==> src/rtl/prx_pkg.sv <==
package prx_pkg;
  // Size of each swapped window in bytes and its address bit split
  localparam int WIN_SHIFT = 13;
  localparam int WIN_BYTES = 1 << WIN_SHIFT;
  // Page granularity of the key array
  localparam int PAGE_SHIFT = 12;
  localparam int PAGE_BYTES = 1 << PAGE_SHIFT;
  // Key bit positions
  localparam int KEY_REF = 0;
  localparam int KEY_CHG = 1;

  typedef enum logic [1:0] {
    ZONE_PASS = 2'd0,
    ZONE_LOW  = 2'd1,
    ZONE_WIN  = 2'd2
  } prx_zone_e;
endpackage

==> src/rtl/prx_prefix_reg.sv <==
module prx_prefix_reg
  import prx_pkg::*;
#(
  parameter int ADDR_W = 32
) (
  input  logic              clk,
  input  logic              rst_n,
  input  logic              wr_en,
  input  logic [ADDR_W-1:0] wr_data,
  output logic [ADDR_W-1:0] base
);
  localparam int HI_W = ADDR_W - WIN_SHIFT;

  logic [HI_W-1:0] base_hi;

  always_ff @(posedge clk) begin
    if (!rst_n) begin
      base_hi <= '0;
    end else if (wr_en) begin
      base_hi <= wr_data[ADDR_W-1:WIN_SHIFT];
    end
  end

  // Window alignment: the low bits never hold state
  assign base = {base_hi, {WIN_SHIFT{1'b0}}};
endmodule

==> src/rtl/prx_reloc.sv <==
module prx_reloc
  import prx_pkg::*;
#(
  parameter int ADDR_W = 32,
  parameter int LEN_W  = 16
) (
  input  logic              clk,
  input  logic              rst_n,
  input  logic [ADDR_W-1:0] base,
  input  logic              req_valid,
  input  logic [ADDR_W-1:0] req_addr,
  input  logic [LEN_W-1:0]  req_len,
  output prx_zone_e         zone_c,
  output logic [ADDR_W-1:0] abs_c,
  output logic              rel_valid,
  output logic [ADDR_W-1:0] rel_addr,
  output logic [LEN_W-1:0]  rel_len
);
  localparam int HI_W = ADDR_W - WIN_SHIFT;

  // Bytes left in the window from an offset inside it
  function automatic logic [LEN_W-1:0] f_room(input logic [WIN_SHIFT-1:0] off);
    f_room = LEN_W'(WIN_BYTES) - LEN_W'(off);
  endfunction

  // Limit a length to the room left
  function automatic logic [LEN_W-1:0] f_clip(input logic [LEN_W-1:0] len,
                                              input logic [LEN_W-1:0] room);
    f_clip = (len > room) ? room : len;
  endfunction

  // Classify an address against the low area and the prefix area
  function automatic prx_zone_e f_zone(input logic [ADDR_W-1:0] a,
                                       input logic [ADDR_W-1:0] b);
    if (a[ADDR_W-1:WIN_SHIFT] == '0)
      f_zone = ZONE_LOW;
    else if (a[ADDR_W-1:WIN_SHIFT] == b[ADDR_W-1:WIN_SHIFT])
      f_zone = ZONE_WIN;
    else
      f_zone = ZONE_PASS;
  endfunction

  logic [WIN_SHIFT-1:0] off_c;
  logic [LEN_W-1:0]     len_c;

  assign zone_c = f_zone(req_addr, base);
  assign off_c  = req_addr[WIN_SHIFT-1:0];

  always_comb begin
    unique case (zone_c)
      ZONE_LOW: begin
        abs_c = {base[ADDR_W-1:WIN_SHIFT], off_c};
        len_c = f_clip(req_len, f_room(off_c));
      end
      ZONE_WIN: begin
        abs_c = {{HI_W{1'b0}}, off_c};
        len_c = f_clip(req_len, f_room(off_c));
      end
      default: begin
        abs_c = req_addr;
        len_c = req_len;
      end
    endcase
  end

  always_ff @(posedge clk) begin
    if (!rst_n) begin
      rel_valid <= 1'b0;
      rel_addr  <= '0;
      rel_len   <= '0;
    end else begin
      rel_valid <= req_valid;
      if (req_valid) begin
        rel_addr <= abs_c;
        rel_len  <= len_c;
      end
    end
  end
endmodule

==> src/rtl/prx_key_array.sv <==
module prx_key_array
  import prx_pkg::*;
#(
  parameter int DEPTH = 65,
  parameter int IDX_W = 7
) (
  input  logic             clk,
  input  logic             rst_n,
  input  logic             clr,
  input  logic             upd_en,
  input  logic [IDX_W-1:0] upd_idx,
  input  logic [1:0]       upd_set,
  input  logic             rd_en,
  input  logic [IDX_W-1:0] rd_idx,
  output logic             rd_valid,
  output logic [1:0]       rd_data
);
  logic [1:0] keys [DEPTH];
  logic [1:0] rd_c;

  for (genvar g = 0; g < DEPTH; g++) begin : g_key
    always_ff @(posedge clk) begin
      if (!rst_n || clr) begin
        keys[g] <= 2'b00;
      end else if (upd_en && (upd_idx == IDX_W'(g))) begin
        keys[g] <= keys[g] | upd_set;
      end
    end
  end

  always_comb begin
    rd_c = 2'b00;
    for (int i = 0; i < DEPTH; i++) begin
      if (rd_idx == IDX_W'(i)) rd_c = keys[i];
    end
  end

  always_ff @(posedge clk) begin
    if (!rst_n) begin
      rd_valid <= 1'b0;
      rd_data  <= 2'b00;
    end else begin
      rd_valid <= rd_en;
      if (rd_en) rd_data <= rd_c;
    end
  end
endmodule

==> src/rtl/prx_relocator.sv <==
module prx_relocator
  import prx_pkg::*;
#(
  parameter int ADDR_W    = 32,
  parameter int LEN_W     = 16,
  parameter int MEM_BYTES = 262144,
  localparam int KEY_DEPTH = MEM_BYTES / PAGE_BYTES + 1,
  localparam int KEY_IDX_W = $clog2(KEY_DEPTH)
) (
  input  logic                 clk,
  input  logic                 rst_n,
  input  logic                 pfx_we,
  input  logic [ADDR_W-1:0]    pfx_wdata,
  input  logic                 req_valid,
  input  logic [ADDR_W-1:0]    req_addr,
  input  logic [LEN_W-1:0]     req_len,
  input  logic                 req_rd,
  input  logic                 req_wr,
  output logic                 rel_valid,
  output logic [ADDR_W-1:0]    rel_addr,
  output logic [LEN_W-1:0]     rel_len,
  input  logic                 key_clr,
  input  logic                 key_rd_en,
  input  logic [KEY_IDX_W-1:0] key_rd_idx,
  output logic                 key_rd_valid,
  output logic [1:0]           key_rd_data
);
  localparam logic [ADDR_W-1:0] MEM_LIM = ADDR_W'(MEM_BYTES);

  // Named internal events for the checker
  logic [ADDR_W-1:0]    pfx_base;
  prx_zone_e            zone_c;
  logic [ADDR_W-1:0]    abs_c;
  logic                 in_mem;
  logic                 key_upd;
  logic [KEY_IDX_W-1:0] key_page;
  logic [1:0]           key_set;

  prx_prefix_reg #(.ADDR_W(ADDR_W)) u_pfx (
    .clk     (clk),
    .rst_n   (rst_n),
    .wr_en   (pfx_we),
    .wr_data (pfx_wdata),
    .base    (pfx_base)
  );

  prx_reloc #(.ADDR_W(ADDR_W), .LEN_W(LEN_W)) u_reloc (
    .clk       (clk),
    .rst_n     (rst_n),
    .base      (pfx_base),
    .req_valid (req_valid),
    .req_addr  (req_addr),
    .req_len   (req_len),
    .zone_c    (zone_c),
    .abs_c     (abs_c),
    .rel_valid (rel_valid),
    .rel_addr  (rel_addr),
    .rel_len   (rel_len)
  );

  assign in_mem   = (abs_c <= MEM_LIM);
  assign key_page = abs_c[PAGE_SHIFT +: KEY_IDX_W];
  assign key_set  = {req_wr, req_rd};
  assign key_upd  = req_valid && in_mem && (key_set != 2'b00);

  prx_key_array #(.DEPTH(KEY_DEPTH), .IDX_W(KEY_IDX_W)) u_keys (
    .clk      (clk),
    .rst_n    (rst_n),
    .clr      (key_clr),
    .upd_en   (key_upd),
    .upd_idx  (key_page),
    .upd_set  (key_set),
    .rd_en    (key_rd_en),
    .rd_idx   (key_rd_idx),
    .rd_valid (key_rd_valid),
    .rd_data  (key_rd_data)
  );
endmodule

==> config.mk <==
export PLATFORM = sky130hd
export DESIGN_NAME = prx_relocator
export DESIGN_NICKNAME = d
export VERILOG_FILES = /design/src/rtl/prx_pkg.sv /design/src/rtl/prx_prefix_reg.sv /design/src/rtl/prx_reloc.sv /design/src/rtl/prx_key_array.sv /design/src/rtl/prx_relocator.sv
export SDC_FILE = /design/constraint.sdc
export NUM_CORES = 1
export LEC_CHECK = 0
export BUFFER_PORTS_ARGS = -buffer_cell sky130_fd_sc_hd__buf_4
export CAP_MARGIN = 40
export CORE_AREA = 2 2 296 152
export DETAILED_ROUTE_END_ITERATION = 7
export DIE_AREA = 0 0 298 154
export PLACE_DENSITY_LB_ADDON = 0.3
export SYNTH_ARGS = -nofsm -noshare
export SYNTH_HDL_FRONTEND = slang
export SYNTH_SLANG_ARGS = --single-unit
==> constraint.sdc <==
create_clock -name clk -period 4 [get_ports clk]
set_input_delay 0.2 -clock clk [delete_from_list [all_inputs] [get_ports clk]]
set_output_delay 0.2 -clock clk [all_outputs]
set_load 0.02 [all_outputs]
==> flow_summary.yaml <==
cells_and_area:
  diodes: 0
  fillers: 4468
  drive_above_1_share_pct: 23.5
  area_growth_pct: 23.8
  nNetsFinal: 1523
  final_cells: 2016
die:
  die_area_mm2: 0.0459
  fp-row-count: 54
  io_pins: 147
  initial_core_util_pct: 27.9
  die_x_um: 298
  core_mm2: 0.0431
  die_h_um: 154
min_path:
  hold_class: "input port to flop"
  hold_start: "req_len[1]"
  hold_path_depth: 3
  min_to: "u_reloc.rel_len[1]$_SDFFE_PN0P_"
yosys:
  synth-xor-area-share_pct: 2.04
  syn-cell-area_mm2: 0.0120
  synth_area_leaders: "edfxtp_1 33%, dfxtp_1 12%, nor2_1 7.1%"
  synth_flop_cell: "edfxtp_1"
  syn-num-nets: 1382
  yosys-mux-area-fraction_pct: 5.30
  synth_warnings: 0
  synth_top_area_share_pct: 32.5
  synth-seq-cells: 201
  yosysUniqueCellTypes: 79
  synth_simple_gate_area_share_pct: 26.4
  synth_top_family_by_area: "simple AND/OR/NAND/NOR gates"
  syn_inst: 1272
  synthAdderAreaFrac_pct: 1.56
  synth_edf_count: 130
  synth-seq-area-share_pct: 44.3
  avgSynthCellArea_um2: 9.44
  synth-compound-area-share_pct: 16.0
  yosysTopAreaCell: "edfxtp_1"
  async_reset_ff_share_pct: 0
clock_tree:
  postCtsSetupRepairBufs: 0
  cts_tree: "done"
  root_buffer: "clkbuf_16"
  htree_levels: 1
  clock_sinks: 201
  clkTransAtPathRegs_ns: 0.07
  post_cts_resized: 0
  clkLatencyLatePin_ns: 0.54
  numCtsBuffers: 21
  cts_buffer_depth: 3
place:
  hpwl_um: 32200
  gp_congestion: 0.957
  dp_cells: 1931
  port_buffers: 133
power_and_ir_drop:
  leakage_nw: 5.39
  peakVddDrop_mv: 0.234
  p_per_area_mw_per_mm2: 357
sta:
  rsz0062_at_grt: "no"
  hold_ws_ns: 0.0266
  skew_ns: 0.0278
  timing.fmax_ghz: 0.279
  hold_viol: 0
  worst_pin_slew_ns: 0.889
  min_period_ns: 3.58
  setup_viol_count_final: 0
  finalMaxSlewViolations: 0
  min_period_over_period_pct: 89.5
  setup_tns_ns: 0
  slew_headroom_pct: 40.7
worst_setup_path:
  worst_path_max_delay_cell: "dlygate4sd3_1"
  start_kind: "input port"
  arrival_ns: 4.04
  critPathMaxFanout: 17
  cpPeakStageDelay_ns: 0.54
  cp_data_required_time_ns: 4.46
  path_cells: "dlygate4sd3_1, buf_4, inv_1, ha_1, or4b_4, o21ai_0, ha_1, nand4_1, nor4_1, o21ai_0, a221o_1, buf_4, or2_2, a31oi_1"
  crit_type: "input port to flop"
  crit_path_end_kind: "flop"
  r2r_slack_ns: 0.50
  r2r_end: "u_keys.keys[37][1]$_SDFFCE_PN0P_"
  timing.rr.start: "u_pfx.base_hi[11]$_SDFFE_PN0P_"
  rr_worst_depth: 6
detailed_routing:
  drc_errors: 0
  drt_iter0_drc: 1559
  avgRoutedWirePerCell_um: 21.9
  drt_pass1_iterations: 5
  dr_total_vias: 11000
  vias_per_cell: 5.47
  finalWirelength_um: 44100
  ant_nets: 0
grt:
  grt_max_degree: 85
  grt_antenna_before_repair: 1
  first_global_vias: 10300
  grtUsageTotal_pct: 18.7
  grt_pass1_wl_um: 66100
  gr-total-overflow: 0
status:
  status: "completed"
run:
  maxCapViolCount: 0
state kept, by name, summed over array words and instances, names as in the netlist:
signal	flops
u_reloc.rel_len	16
u_keys.keys	130
u_pfx.base_hi	19
u_reloc.rel_addr	32
u_reloc.rel_valid	1
u_keys.rd_valid	1
u_keys.rd_data	2
report_power, final:
group / internal, W / switching [W]
clock: 0.00120 / 0.000905
sequential: 0.00230 / 0.0000830
combinational: 0.000312 / 0.000502
total: 0.00382 / 0.00149
stage by stage:
stage          utilization [%]  power (W)  area, um^2  worst slack (ns)
2_1_floorplan                -    0.00284       12000             0.958
3_3_place_gp              31.7    0.00318       13700             0.503
3_5_place_dp              31.7    0.00318       13700             0.463
4_1_cts                   34.5    0.00533       14900             0.492
5_1_grt                   34.5    0.00549       14900             0.203
6_report                  34.5    0.00531       14900             0.421
cell families after synthesis:
family                   Yosys count
buffers and inverters            123
flip-flops                       201
XOR/XNOR                          28
AO/OA/AOI/OAI                    290
adder cells (fa/ha/maj)           15
AND/OR/NAND/NOR                  556
multiplexers                      59
worst max-delay path by stage:
| stage | startpoint | endpoint |
|---|---|---|
| 2_1_floorplan | req_addr[0] | u_reloc.rel_len[11]$_SDFFE_PN0P_ |
| 3_3_place_gp | req_addr[30] | u_keys.keys[37][1]$_SDFFCE_PN0P_ |
| 3_5_place_dp | req_addr[30] | u_keys.keys[24][1]$_SDFFCE_PN0P_ |
| 4_1_cts | req_addr[0] | u_reloc.rel_len[4]$_SDFFE_PN0P_ |
| 5_1_grt | req_addr[0] | u_reloc.rel_len[13]$_SDFFE_PN0P_ |
| 6_report | req_addr[0] | u_reloc.rel_len[4]$_SDFFE_PN0P_ |
worst max-delay path, delay by kind of cell:
family / cells / cell delay, ns
simple gates: 4 / 1.30
compound gates: 4 / 1.12
fa+ha+maj: 2 / 0.45
buf+inv: 4 / 0.97
per-layer routing:
| metal | GRT usage (%) | share of wire (%) | vias up |
|---|---|---|---|
| li1 | - | - | 5019 |
| met1 | 30.1 | 50 | 5382 |
| met5 | 0 | 0.029 | - |
| met3 | 6.57 | 12 | 53 |
| met2 | 22.9 | 36 | 580 |
| met4 | 3.49 | 1.8 | 2 |
area by class of cell:
cell class | instances | area (um^2) | share of cell area [%]
sequential | 201 | 5330 | 35.8
inverter | 14 | 52.6 | 0.354
tap | 588 | 736 | 4.95
multi-input combinational | 948 | 6170 | 41.5
clock buffer | 30 | 652 | 4.39
clock inverter | 8 | 68.8 | 0.463
timing repair buffer | 227 | 1860 | 12.5
placed cells by master (no fill, tap or decap), types with 38 or more instances in the layout:
master         Yosys  final
dlygate4sd3_1      0     47
nor4_2            42     42
nand2_1           46     46
mux2i_1           49     49
dfxtp_1           71     71
o21ai_0          105    105
nor3_2            38     38
buf_4              1    177
nor2_1           227    226
nor3_1            70     70
edfxtp_1         130    130
what timing repair did:
item                                   CTS  global route
setup endpoints to repair                0             0
hold buffers                            47             0
endpoints found under the hold margin   47             0
cell usage after synthesis, drive strengths merged (31+ instances only):
cell type and instances:
mux2i 49, clkbuf 69, o21ai 105, edfxtp 130, dfxtp 71, a211oi 31
nand2 47, a21oi 33, nor4 62, nor2 228, nor3 108, buf 40
No activity file was read; power rests on OpenSTA's default activity.
